<file path="config.mk">
export PLATFORM = sky130hd
export DESIGN_NAME = rdist_ctrl_regs
export DESIGN_NICKNAME = d
export VERILOG_FILES = /design/src/rtl/rdist_pkg.sv /design/src/rtl/rdist_decode.sv /design/src/rtl/rdist_typer.sv /design/src/rtl/rdist_ctrl.sv /design/src/rtl/rdist_ctrl_regs.sv
export SDC_FILE = /design/constraint.sdc
export NUM_CORES = 1
export LEC_CHECK = 0
export BUFFER_PORTS_ARGS = -buffer_cell sky130_fd_sc_hd__buf_2
export CORE_AREA = 2 2 75 77
export DETAILED_ROUTE_END_ITERATION = 8
export DIE_AREA = 0 0 77 79
export GPL_ROUTABILITY_DRIVEN = 0
export PLACE_DENSITY_LB_ADDON = 0.12
export SLEW_MARGIN = 20
export SYNTH_ARGS = -nofsm -noshare
export SYNTH_HDL_FRONTEND = slang
export SYNTH_SLANG_ARGS = --single-unit
</file>
<file path="constraint.sdc">
create_clock -name clk -period 2.75 [get_ports clk]
set_clock_uncertainty 0.1 [all_clocks]
set_input_delay 0.1375 -clock clk [delete_from_list [all_inputs] [get_ports clk]]
set_output_delay 0.1375 -clock clk [all_outputs]
set_load 0.05 [all_outputs]
</file>
<file path="src/rtl/rdist_pkg.sv">
package rdist_pkg;

   // Fixed bit positions of the type word, decoded by software and neighbours
   localparam int unsigned TYPE_W        = 64;
   localparam int unsigned TYPE_AFF_LSB  = 32;
   localparam int unsigned TYPE_CORE_LSB = 8;
   localparam int unsigned TYPE_LAST_BIT = 4;
   localparam int unsigned TYPE_PLPI_BIT = 0;
   localparam int unsigned CTRL_EN_BIT   = 0;

   // 64-bit word indices inside the frame
   localparam int unsigned WORD_CTRL = 0;
   localparam int unsigned WORD_TYPE = 1;
   localparam int unsigned WORD_IDLE = 2;   // status (low half), wake (high half)

   typedef enum logic [1:0] {
      SEL_NONE = 2'd0,
      SEL_CTRL = 2'd1,
      SEL_TYPE = 2'd2,
      SEL_ZERO = 2'd3
   } rsel_e;

   typedef struct packed {
      rsel_e sel;
      logic  upper;
      logic  wide;
   } dec_t;

endpackage

</file>
<file path="src/rtl/rdist_decode.sv">
module rdist_decode
   import rdist_pkg::*;
#(
   parameter int unsigned OFS_W = 16
) (
   input  logic [OFS_W-1:0] ofs,
   input  logic             wide,
   output dec_t             dec
);

   localparam int unsigned WIDX_W = OFS_W - 3;

   logic [WIDX_W-1:0] widx;
   logic              aligned;

   assign widx    = ofs[OFS_W-1:3];
   assign aligned = wide ? (ofs[2:0] == 3'b000) : (ofs[1:0] == 2'b00);

   always_comb begin
      dec.upper = ofs[2];
      dec.wide  = wide;
      dec.sel   = SEL_NONE;
      if (aligned) begin
         if (widx == WIDX_W'(WORD_CTRL))
            dec.sel = SEL_CTRL;
         else if (widx == WIDX_W'(WORD_TYPE))
            dec.sel = SEL_TYPE;
         else if (widx == WIDX_W'(WORD_IDLE))
            dec.sel = SEL_ZERO;
      end
   end

endmodule

</file>
<file path="src/rtl/rdist_typer.sv">
module rdist_typer
   import rdist_pkg::*;
#(
   parameter int unsigned AFF_W  = 24,
   parameter int unsigned CORE_W = 16
) (
   input  logic [AFF_W-1:0]  aff,
   input  logic [CORE_W-1:0] core,
   input  logic              last,
   input  logic              cap,
   output logic [TYPE_W-1:0] word
);

   always_comb begin
      word                           = '0;
      word[TYPE_AFF_LSB +: AFF_W]    = aff;
      word[TYPE_CORE_LSB +: CORE_W]  = core;
      word[TYPE_LAST_BIT]            = last;
      word[TYPE_PLPI_BIT]            = cap;
   end

endmodule

</file>
<file path="src/rtl/rdist_ctrl.sv">
module rdist_ctrl (
   input  logic clk,
   input  logic rst_n,
   input  logic wr_en,
   input  logic wr_bit,
   input  logic cap,
   output logic en,
   output logic flush_p,
   output logic start_p
);

   always_ff @(posedge clk) begin
      if (!rst_n) begin
         en      <= 1'b0;
         flush_p <= 1'b0;
         start_p <= 1'b0;
      end else begin
         flush_p <= 1'b0;
         start_p <= 1'b0;
         if (wr_en && cap) begin
            en      <= wr_bit;
            flush_p <= en & ~wr_bit;
            start_p <= ~en & wr_bit;
         end
      end
   end

endmodule

</file>
<file path="src/rtl/rdist_ctrl_regs.sv">
module rdist_ctrl_regs
   import rdist_pkg::*;
#(
   parameter int unsigned OFS_W      = 16,
   parameter int unsigned AFF_W      = 24,
   parameter int unsigned CORE_W     = 16,
   parameter int unsigned RD_LATENCY = 1
) (
   input  logic              clk,
   input  logic              rst_n,
   input  logic              acc_valid,
   input  logic              acc_write,
   input  logic              acc_wide,
   input  logic [OFS_W-1:0]  acc_offset,
   input  logic [63:0]       acc_wdata,
   input  logic [AFF_W-1:0]  cfg_affinity,
   input  logic [CORE_W-1:0] cfg_core_num,
   input  logic              cfg_last,
   input  logic              cfg_lpi_cap,
   output logic              rd_valid,
   output logic [63:0]       rd_data,
   output logic              lpi_flush_pulse,
   output logic              lpi_start_pulse
);

   localparam int unsigned HALF_W = TYPE_W / 2;

   // Elaboration-time parameter checks
   if (AFF_W > 24 || AFF_W == 0) begin : g_bad_aff
      $error("AFF_W must be 1..24");
   end
   if (CORE_W > 16 || CORE_W == 0) begin : g_bad_core
      $error("CORE_W must be 1..16");
   end
   if (OFS_W < 5) begin : g_bad_ofs
      $error("OFS_W must cover the register window");
   end
   if (RD_LATENCY > 1) begin : g_bad_lat
      $error("RD_LATENCY must be 0 or 1");
   end

   dec_t              dec;
   logic [TYPE_W-1:0] type_word;
   logic              lpi_en;
   logic              ctrl_wr;
   logic              rd_acc;
   logic [TYPE_W-1:0] sel_word;
   logic [TYPE_W-1:0] rd_next;

   rdist_decode #(.OFS_W(OFS_W)) u_dec (
      .ofs  (acc_offset),
      .wide (acc_wide),
      .dec  (dec)
   );

   rdist_typer #(.AFF_W(AFF_W), .CORE_W(CORE_W)) u_typer (
      .aff  (cfg_affinity),
      .core (cfg_core_num),
      .last (cfg_last),
      .cap  (cfg_lpi_cap),
      .word (type_word)
   );

   assign ctrl_wr = acc_valid && acc_write && (dec.sel == SEL_CTRL) && !dec.upper;
   assign rd_acc  = acc_valid && !acc_write;

   rdist_ctrl u_ctrl (
      .clk     (clk),
      .rst_n   (rst_n),
      .wr_en   (ctrl_wr),
      .wr_bit  (acc_wdata[CTRL_EN_BIT]),
      .cap     (cfg_lpi_cap),
      .en      (lpi_en),
      .flush_p (lpi_flush_pulse),
      .start_p (lpi_start_pulse)
   );

   // Read path: select the 64-bit view, shift to the addressed half, trim
   always_comb begin
      sel_word = '0;
      case (dec.sel)
         SEL_CTRL: sel_word[CTRL_EN_BIT] = lpi_en;
         SEL_TYPE: sel_word = type_word;
         default:  sel_word = '0;
      endcase
      rd_next = dec.upper ? (sel_word >> HALF_W) : sel_word;
      if (!dec.wide)
         rd_next[TYPE_W-1:HALF_W] = '0;
      if (!rd_acc)
         rd_next = '0;
   end

   if (RD_LATENCY == 1) begin : g_rd_reg
      logic              rd_valid_q;
      logic [TYPE_W-1:0] rd_data_q;
      always_ff @(posedge clk) begin
         if (!rst_n) begin
            rd_valid_q <= 1'b0;
            rd_data_q  <= '0;
         end else begin
            rd_valid_q <= rd_acc;
            rd_data_q  <= rd_next;
         end
      end
      assign rd_valid = rd_valid_q;
      assign rd_data  = rd_data_q;
   end else begin : g_rd_comb
      assign rd_valid = rd_acc;
      assign rd_data  = rd_next;
   end

endmodule

</file>
== Yosys cells after proc, flatten, opt, wreduce, memory -nomap -nowiden ==
Cells that the tools add are included.

* Eq/ne operators: 4
* Muxes and demuxes: 8
* Bitwise operators: 7
* Reductions and logical operators: 13

{| class="wikitable"
|+ Operators by type and width
! kind !! number
|-
| $mux W55 || 1
|-
| $mux W32 || 1
|-
| $eq A13 B1 Y1 const B || 1
|-
| $eq A13 B2 Y1 const B || 1
|-
| $logic_not A13 Y1 || 1
|-
| $mux W2 || 4
|-
| $logic_and A1 B1 Y1 || 5
|-
| $not A1 Y1 || 5
|-
| $reduce_and A2 Y1 || 2
|-
| $reduce_or A4 Y1 || 1
|-
| $logic_not A3 Y1 || 1
|-
| $and A1 B1 Y1 || 2
|-
| $eq A2 B1 Y1 const B || 1
|-
| $eq A2 B2 Y1 const B || 1
|-
| $logic_not A1 Y1 || 2
|-
| $logic_not A2 Y1 || 1
|-
| $pmux W1 S2 || 1
|-
| $mux W1 || 1
|}

* Register bits: 60
* Input port bits: 127
* Output and inout port bits: 67
* Word-level logic and storage cells: 38

== Longest topological paths before layout ==
Gate-level depths: netlist of run 1.

* Word-level depth: 10
* Gate-level depth with buffers: 9
* Mapped depth without buffers: 7

== Modules after synthesis ==
Synthesis of run 1 repeated with hierarchy kept, for this count alone.

* Cell total of the unflattened synthesis: 270
* Area total of the unflattened synthesis: 2786.4 um2

{| class="wikitable"
|+ By module, submodules not included
! module !! times used !! cells an instance !! area an instance (um2) !! sequential area each (um2)
|-
| rdist_ctrl_regs || 1 || 185 || 2123.3 || 1301.2
|-
| rdist_typer || 1 || 65 || 484.2 || 0.0
|-
| rdist_ctrl || 1 || 10 || 116.4 || 60.1
|-
| rdist_decode || 1 || 10 || 62.6 || 0.0
|}

== Worst setup path after synthesis of run 1 ==
Ideal clock, no wire load.

* Kind: input -> register
* Start point: in acc_offset[5]
* End point: reg g_rd_reg.rd_data_q[10] (netlist: rd_data[10])
* Library setup time: 0.117 ns
* Arrival time: 1.652 ns
* Required time: 2.533 ns
* Setup slack: 0.881 ns
* Stages on the path: 9
* Path buffers: 3
* Cell sequence: nor4_1 > nand4_1 > or2_2 > ha_1 > buf_2 > and2_4 > buf_6 > buf_8 > o2bb2ai_1

* Word-level cells in the longest chain between the ends: 8
* Elaborated cells between the ends (all ways): 10
* Those cells by class: 3 x eq/ne; 6 x mux; 1 x reduce/logical

{| class="wikitable"
|+ RTL lines
! item !! line !! source
|-
| start: declaration || rdist_ctrl_regs.sv:14 || <nowiki>input logic [OFS_W-1:0] acc_offset,</nowiki>
|-
| $eq A13 B2 Y1 || rdist_decode.sv:28 || <nowiki>else if (widx == WIDX_W'(WORD_IDLE))</nowiki>
|-
| $mux W2 || rdist_decode.sv:28 ||
|-
| $mux W2 || rdist_decode.sv:26 || <nowiki>else if (widx == WIDX_W'(WORD_TYPE))</nowiki>
|-
| $mux W2 (*) || rdist_decode.sv:24 || <nowiki>if (widx == WIDX_W'(WORD_CTRL))</nowiki>
|-
| $mux W2 (*) || rdist_decode.sv:23 || <nowiki>if (aligned) begin</nowiki>
|-
| $eq A2 B2 Y1 (*) || rdist_ctrl_regs.sv:81 || <nowiki>case (dec.sel)</nowiki>
|-
| $mux W55 (*) || rdist_ctrl_regs.sv:81 ||
|-
| $mux W32 (*) || rdist_ctrl_regs.sv:86 || <nowiki>rd_next = dec.upper ? (sel_word >> HALF_W) : sel_word;</nowiki>
|-
| end signal: assignment || rdist_ctrl_regs.sv:102 || <nowiki>rd_data_q <= rd_next;</nowiki>
|-
| end: declaration || rdist_ctrl_regs.sv:95 || <nowiki>logic [TYPE_W-1:0] rd_data_q;</nowiki>
|}

Mark *: on every way between the ends. The rest lies on a longest branch, timed or not.
A chain may end at the register's enable or synchronous reset.

== Worst setup path in the final report of run 1 ==
* Start point: in acc_offset[5]
* End point: reg g_rd_reg.rd_data_q[19] (netlist: rd_data[19])

The elaborated chain is that of the path after synthesis.

==> results of run 1 <==
## final cells by class
class | instances | area [um2] | share of cell area, %
Clock buffer | 7 | 86.33 | 3.001
Clock inverter | 1 | 7.507 | 0.2610
Multi-Input combinational cell | 115 | 623.1 | 21.66
Sequential cell | 52 | 1041 | 36.19
Tap cell | 72 | 90.09 | 3.132
Timing Repair Buffer | 160 | 1028 | 35.75
## worst min path at each step
stage,start,to,depth (start not counted)
4_1_cts,cfg_affinity[18],rd_data[50],3
3_5_place_dp,acc_wdata[0],u_ctrl.flush_p,2
5_1_grt,cfg_affinity[18],rd_data[50],3
2_1_floorplan,acc_wdata[0],u_ctrl.flush_p,1
6_report,cfg_affinity[18],rd_data[50],3
3_3_place_gp,acc_wdata[0],u_ctrl.flush_p,2
## cells by family after synthesis
family / Yosys count / share of synthesized area [%]
fa+ha+maj: 2 / 1.400
other cells: 1 / 0.2099
buf+inv: 25 / 10.01
simple gates: 74 / 18.56
flops: 52 / 58.26
xor+xnor: 1 / 0.4903
compound gates: 22 / 11.06
## state kept, by name, summed over array words and instances (netlist names)
signal          cells
u_ctrl.start_p      1
u_ctrl.flush_p      1
rd_valid            1
u_ctrl.en           1
rd_data            48
## metal layers
metal  track usage (%)  up-vias
met1             19.00      770
li1                  -      871
met5                 0        -
met4             6.250        0
met2             28.16      104
met3             3.864        7
## stage by stage
stage	total power, W	instances
after detailed placement	0.0008799	354
after floorplan	0.0008475	192
final	0.001357	407
after global placement	0.0008800	354
after CTS	0.001374	407
after global routing	0.001416	407
## power by group through the flow
stage / Sequential [W] / Combinational (W) / Clock (W)
2_1_floorplan: 0.000773 / 0.0000747 / 0
3_3_place_gp: 0.000771 / 0.000109 / 0
3_5_place_dp: 0.000771 / 0.000109 / 0
4_1_cts: 0.000753 / 0.000155 / 0.000466
5_1_grt: 0.000753 / 0.000166 / 0.000496
6_report: 0.000753 / 0.000156 / 0.000448
## placed cells by master (no fill, tap or decap)
master / n
buf_2: 114
dfxtp_1: 52
dlygate4sd3_1: 45
nor2_1: 31
nand2_1: 27
o2bb2ai_1: 16
conb_1: 16
clkbuf_8: 6
nor4_1: 2
nand3_1: 2
nor3b_1: 2
ha_1: 2
nor3_1: 1
a211oi_1: 1
nand4_1: 1
xor2_1: 1
nor2b_1: 1
nand2b_1: 1
or2_2: 1
and3b_1: 1
and4bb_1: 1
and2_4: 1
a2bb2o_4: 1
a22oi_1: 1
o31ai_1: 1
and2_1: 1
and4b_1: 1
a21oi_1: 1
a41o_1: 1
clkinvlp_4: 1
clkbuf_1: 1
buf_4: 1
## worst register-to-register path, stage by stage, from the launching register on
cell	delay, ps
dfxtp_1	390
a22oi_1	100
o31ai_1	190
and2_1	140
## repair_timing
item	4_1_cts	5_1_grt
resized for setup	0	0
endpoints found under the hold margin	48	0
hold buffers	45	0
==> reports/qor.yml, run 1 <==
grt_pass1_wl_mm: 7.562
start_util_pct: 33.47
period_needed_ps: 2395
avgSynthCellArea_um2: 10.09
r2r_setup_slack_ps: 1780
dr.first_iter.drc_count: 47
async_reset_ff_share_pct: 0
yosys-top-cells-area: "dfxtp_1 (58%), o2bb2ai_1 (7.8%), buf_4 (6.7%)"
first_pass_iters: 4
vias: 1752
worst_setup_path_start_kind: "input pin"
worstMarginPinSlew_ps: 917.6
cp.required_ps: 2890
yosys.area.top_type: "dfxtp_1"
die_w_um: 77
wl_per_cell_um: 12.11
port_buffers: 114
grt_max_degree: 25
cts-root-buf: "clkbuf_8"
wl_met2_mm: 2.327
worstPathCellList: "buf_2 > nor4_1 > nand4_1 > nor2b_1 > ha_1 > and2_4 > o2bb2ai_1 > dlygate4sd3_1"
coreArea_mm2: 0.005338
drt-met1-wl_mm: 2.119
yosysWarnings: 0
diodes: 0
antenna_found_initial: 0
combPwrFrac_pct: 11.5
p_clk_share_pct: 33.0
final_max_slew_viol_count: 0
finish.utilization_pct: 53.89
detailroute.wirelength.met3_um: 401
synthCells: 177
critPathArrivalTime_ps: 2540
gr-total-overflow: 0
dieArea_mm2: 0.006083
crit_buf_inv: 2
ir_worst_vdd_v: 0.0002391
tns_ps: 0
worst_path_largest_cell_delay_ps: 580
setup_violations: 0
final_layout_size_suffix_gt1_share_pct: 37.31
ys_types: 32
synth_common_cells: "dfxtp_1 (52), nor2_1 (31), nand2_1 (27), buf_4 (16), o2bb2ai_1 (16)"
switchingPower_w: 0.0003260
relSlewSlack_pct: 38.68
grt_use_total_pct: 16.04
p_int_w: 0.001031
top_layer: "met4"
maxCapViolations: 0
vias_per_cell: 4.305
route.detailed.drc: 0
fillers: 530
nets: 463
postRouteAntennaNets: 0
design_area_mm2: 0.002877
crit_fanout: 17
post_cts_buffers: 0
hp-class: "in2reg"
critPathCapture: "rd_data[19]"
yosysTopAreaCellShare_pct: 58.26
place_ws_ps: 443.5
cp-end-kind: "flip-flop"
r2r_end: "rd_data[0]"
yosysSeqAreaShare_pct: 58.26
hold_viol_final: 0
cts_tree: "yes"
cp_top_family: "simple AND/OR/NAND/NOR gates"
worstReg2RegStart: "u_ctrl.en"
cp.depth: 8
syn2layout_area_growth_pct: 60.99
synth_edf_count: 0
status: "finished, final reports clean"
die_h_um: 79
period_share_pct: 87.08
finalWorstSetupSlack_ps: 355.2
placed_area_mm2: 0.002332
synthFlopType: "dfxtp_1"
pin_count: 194
std_cell_rows: 27
place_hpwl_mm: 3.099
clock_path_buffers: 2
clkLatencyLatePin_ps: 290
crit_start: "acc_offset[5]"
cts_num_sinks: 52
clk_pin_slew_worst_paths_ps: 90
p_leak_nw: 1.364
seqPwrFrac_pct: 55.5
rr_worst_depth: 3
hold-worst-slack_ps: 15.78
rsz0062_at_grt: "false"
switching_share_pct: 24.02
synth_area_mm2: 0.001787
htreeDepth: 2
cellPowerDensity_mw_per_mm2: 471.9
cts_buffers: 5
max_freq_mhz: 417.6
yosys_register_bits: 52
synth.most_common_cell: "dfxtp_1"
drt-total-wl_mm: 4.930
grt_pass1_vias: 1613
critPathSlowestCell: "dlygate4sd3_1"
critical_path_class: "in2reg"
(Power assumes the default switching activity.)
==> run 2: changes to the inputs <==
CORE_AREA = default   (was 2 2 75 77)
CORE_MARGIN = 1   (was default)
CORE_UTILIZATION = 45   (was default)
DIE_AREA = default   (was 0 0 77 79)
SYNTH_HIERARCHICAL = 1   (was default)
==> run 2 against run 1 <==
Net effect: final cell count grew 20%; largest power group unchanged; count of clock-buffer cells in the layout grew 5; cell area grew 31%; sequential power grew 31%; global-route usage grew 1.7 points; core utilization grew 9.5 points; die area grew 7.0%; sequential share of layout area shrank 0.13 points.
==> reports/qor.yml, run 2 <==
status: "finished, final reports clean"  # unchanged
p_leak_nw: 1.980  # was 1.364 nW
r2r_end: "u_ctrl/en"  # was rd_data[0]
antenna_found_initial: 0  # unchanged
worstMarginPinSlew_ps: 608.0  # was 917.6 ps
wl_per_cell_um: 11.47  # was 12.11 um
final_max_slew_viol_count: 0  # unchanged
cts_resized: 0  # unchanged
ys_types: 28  # was 32
relSlewSlack_pct: 59.37  # was 38.68%
syn2layout_area_growth_pct: 35.47  # was 60.99%
vias_per_cell: 4.170  # was 4.305
synthCells: 270  # was 177
dr.first_iter.drc_count: 38  # was 47
multi_input_area_um2: 924.6  # was 623.1 um2
drt-total-wl_mm: 5.599  # was 4.930 mm
pin_count: 194  # unchanged
cp-end-kind: "flip-flop"  # unchanged
maxCapViolations: 0  # unchanged
synth_edf_count: 0  # unchanged
synth.most_common_cell: "buf_4"  # was dfxtp_1
cts-root-buf: "clkbuf_8"  # unchanged
largest_reg_flops: 64  # was 48
worst_setup_path_start_kind: "input pin"  # unchanged
crit_fanout: 2  # was 17
clkLatencyLatePin_ps: 330  # was 290 ps
avgSynthCellArea_um2: 10.32  # was 10.09 um2
critPathArrivalTime_ps: 2140  # was 2540 ps
coreArea_mm2: 0.005956  # was 0.005338 mm2
dieArea_mm2: 0.006511  # was 0.006083 mm2
period_share_pct: 71.42  # was 87.08%
yosysSeqAreaShare_pct: 48.85  # was 58.26%
first_pass_iters: 4  # unchanged
cts_num_sinks: 68  # was 52
setup_violations: 0  # unchanged
grt_pass1_wl_mm: 8.493  # was 7.562 mm
synthFlopType: "dfxtp_1"  # unchanged
rsz0062_at_grt: "false"  # unchanged
route.detailed.drc: 0  # unchanged
min-delay-start: "rst_n"  # was cfg_affinity[18]
htreeDepth: 3  # was 2
nets: 537  # was 463
grt_use_total_pct: 17.70  # was 16.04%
max_freq_mhz: 509.1  # was 417.6 MHz
critical_path_class: "in2reg"  # unchanged
die_w_um: 80.69  # was 77 um
yosys-top-cells-area: "dfxtp_1 (49%), buf_4 (19%), mux2i_1 (11%)"  # was dfxtp_1 (58%), o2bb2ai_1 (7.8%), buf_4 (6.7%)
clk_pin_slew_worst_paths_ps: 70  # was 90 ps
worstHoldEndpoint: "u_ctrl/start_p"  # was rd_data[50]
grt_max_degree: 36  # was 25
cellPowerDensity_mw_per_mm2: 541.5  # was 471.9 mW/mm2
die_h_um: 80.69  # was 79 um
placed_area_mm2: 0.003057  # was 0.002332 mm2
grt_pass1_vias: 1969  # was 1613
yosys_register_bits: 68  # was 52
yosysTopAreaCellShare_pct: 48.85  # was 58.26%
min_path_cells: 3  # unchanged
worstPathCellList: "buf_2 > a211oi_1 > nand4_1 > nor2_1 > inv_1 > ha_1 > and4b_1 > nand2_1 > mux2i_1 > dlygate4sd3_1"  # was buf_2 > nor4_1 > nand4_1 > nor2b_1 > ha_1 > and2_4 > o2bb2ai_1 > dlygate4sd3_1
cp.required_ps: 2930  # was 2890 ps
std_cell_rows: 28  # was 27
mostFrequentLayoutCells: "buf_2 (130), dfxtp_1 (68), dlygate4sd3_1 (50)"  # was buf_2 (114), dfxtp_1 (52), dlygate4sd3_1 (45)
cts_tree: "yes"  # unchanged
tns_ps: 0  # unchanged
design_area_mm2: 0.003775  # was 0.002877 mm2
ir_worst_vdd_v: 0.0003981  # was 0.0002391 V
hold_viol_final: 0  # unchanged
fillers: 537  # was 530
register_area_mm2: 0.001361  # was 0.001041 mm2
worst_path_largest_cell_delay_ps: 560  # was 580 ps
critPathSlowestCell: "dlygate4sd3_1"  # unchanged
final_common_cell: "buf_2"  # unchanged
yosysWarnings: 6  # was 0
gr-total-overflow: 0  # unchanged
start_util_pct: 46.79  # was 33.47%
vias: 2035  # was 1752
finish.utilization_pct: 63.38  # was 53.89%
diodes: 0  # unchanged
yosys.area.top_type: "dfxtp_1"  # unchanged
postRouteAntennaNets: 0  # unchanged
r2r_setup_slack_ps: 1470  # was 1780 ps
synth_area_mm2: 0.002786  # was 0.001787 mm2
final_layout_size_suffix_gt1_share_pct: 37.05  # was 37.31%
clock_path_buffers: 2  # unchanged
place_hpwl_mm: 3.430  # was 3.099 mm
worstReg2RegStart: "u_ctrl/en"  # was u_ctrl.en
port_buffers: 130  # was 114
rr_worst_depth: 3  # unchanged
hp-class: "in2reg"  # unchanged
cts_buffers: 9  # was 5
synth_common_cells: "buf_4 (69), dfxtp_1 (68), nor2_1 (33), mux2i_1 (32), and2_1 (31)"  # was dfxtp_1 (52), nor2_1 (31), nand2_1 (27), buf_4 (16), o2bb2ai_1 (16)
period_needed_ps: 1964  # was 2395 ps
async_reset_ff_share_pct: 0  # unchanged
total_power_w: 0.002044  # was 0.001357 W
-- run 2: changes by cell type after synthesis, moves of 2 or more --
cell,previous run,this run
buf_4,16,69
mux2i_1,0,32
and2_1,1,31
nand2_1,27,5
dfxtp_1,52,68
o2bb2ai_1,16,0
buf_2,5,1
inv_1,0,3
buf_6,1,3
clkbuf_1,1,3
nor2_1,31,33
nor3b_1,2,0
nor3b_2,0,2
-- run 2: area by class of cell --
class,count,share of cell area [%]
flip-flops and latches,68,36.06
clock inverters,4,1.922
repair buffers,182,30.89
inverters,3,0.2983
clock buffers,12,3.845
well taps,75,2.486
multi-input cells,144,24.49
-- run 2: per-stage QoR --
step	hold WS (ps)	cells	setup slack, ps
final	29.06	488	785.9
after floorplan	107.0	291	1081
after global routing	21.04	488	607.9
after global placement	238.1	422	581.8
after CTS	9.402	488	790.9
after detailed placement	245.7	422	501.1
-- run 2: cell families (layout without fill, tap and decap cells) --
group / count (synthesis) / in the layout / synth area share, %
simple gates: 84 / 84 / 16.79
mux: 32 / 32 / 11.50
flops: 68 / 68 / 48.86
fa+ha+maj: 2 / 2 / 0.8979
xor+xnor: 1 / 1 / 0.3144
other cells: 1 / 22 / 0.1346
buf+inv: 79 / 201 / 20.79
compound gates: 3 / 3 / 0.7185
-- run 2: worst max path at each step --
stage | start | end | slack, ps | cells after the start
detailed placement | acc_wide | rd_data[40] | 500 | 8
CTS | acc_wide | u_ctrl/en | 790 | 10
global placement | acc_wide | rd_data[51] | 580 | 8
floorplan | acc_offset[11] | rd_data[10] | 1080 | 8
global route | acc_wide | u_ctrl/en | 610 | 10
finish | acc_wide | u_ctrl/en | 790 | 10
-- run 2: critical path, delay by kind of cell --
kind                       cells  cell delay [ps]
buffers and inverters          3              750
and+or+nand+nor                4              620
AOI/OAI and AO/OA              1              290
adders and majority gates      1              190
muxes                          1              160
-- run 2: power by group --
part / switching [W] / total (W) / internal [W]
registers: 0.000000193 / 0.000985 / 0.000985
logic: 0.0000605 / 0.000165 / 0.000104
clock network: 0.000359 / 0.000894 / 0.000535
-- run 2: layer usage --
metal  GRT usage [%]  wire (um)  up-vias
met1           18.48       2338      881
li1                -          -     1047
met4           9.643        102        0
met2           29.83       2572       97
met3           7.500        585       10
met5               0          0        -
-- run 2: repair_timing --
action	CTS	global route
buffers inserted	0	0
hold buffers	50	0
endpoints found under the hold margin	52	0
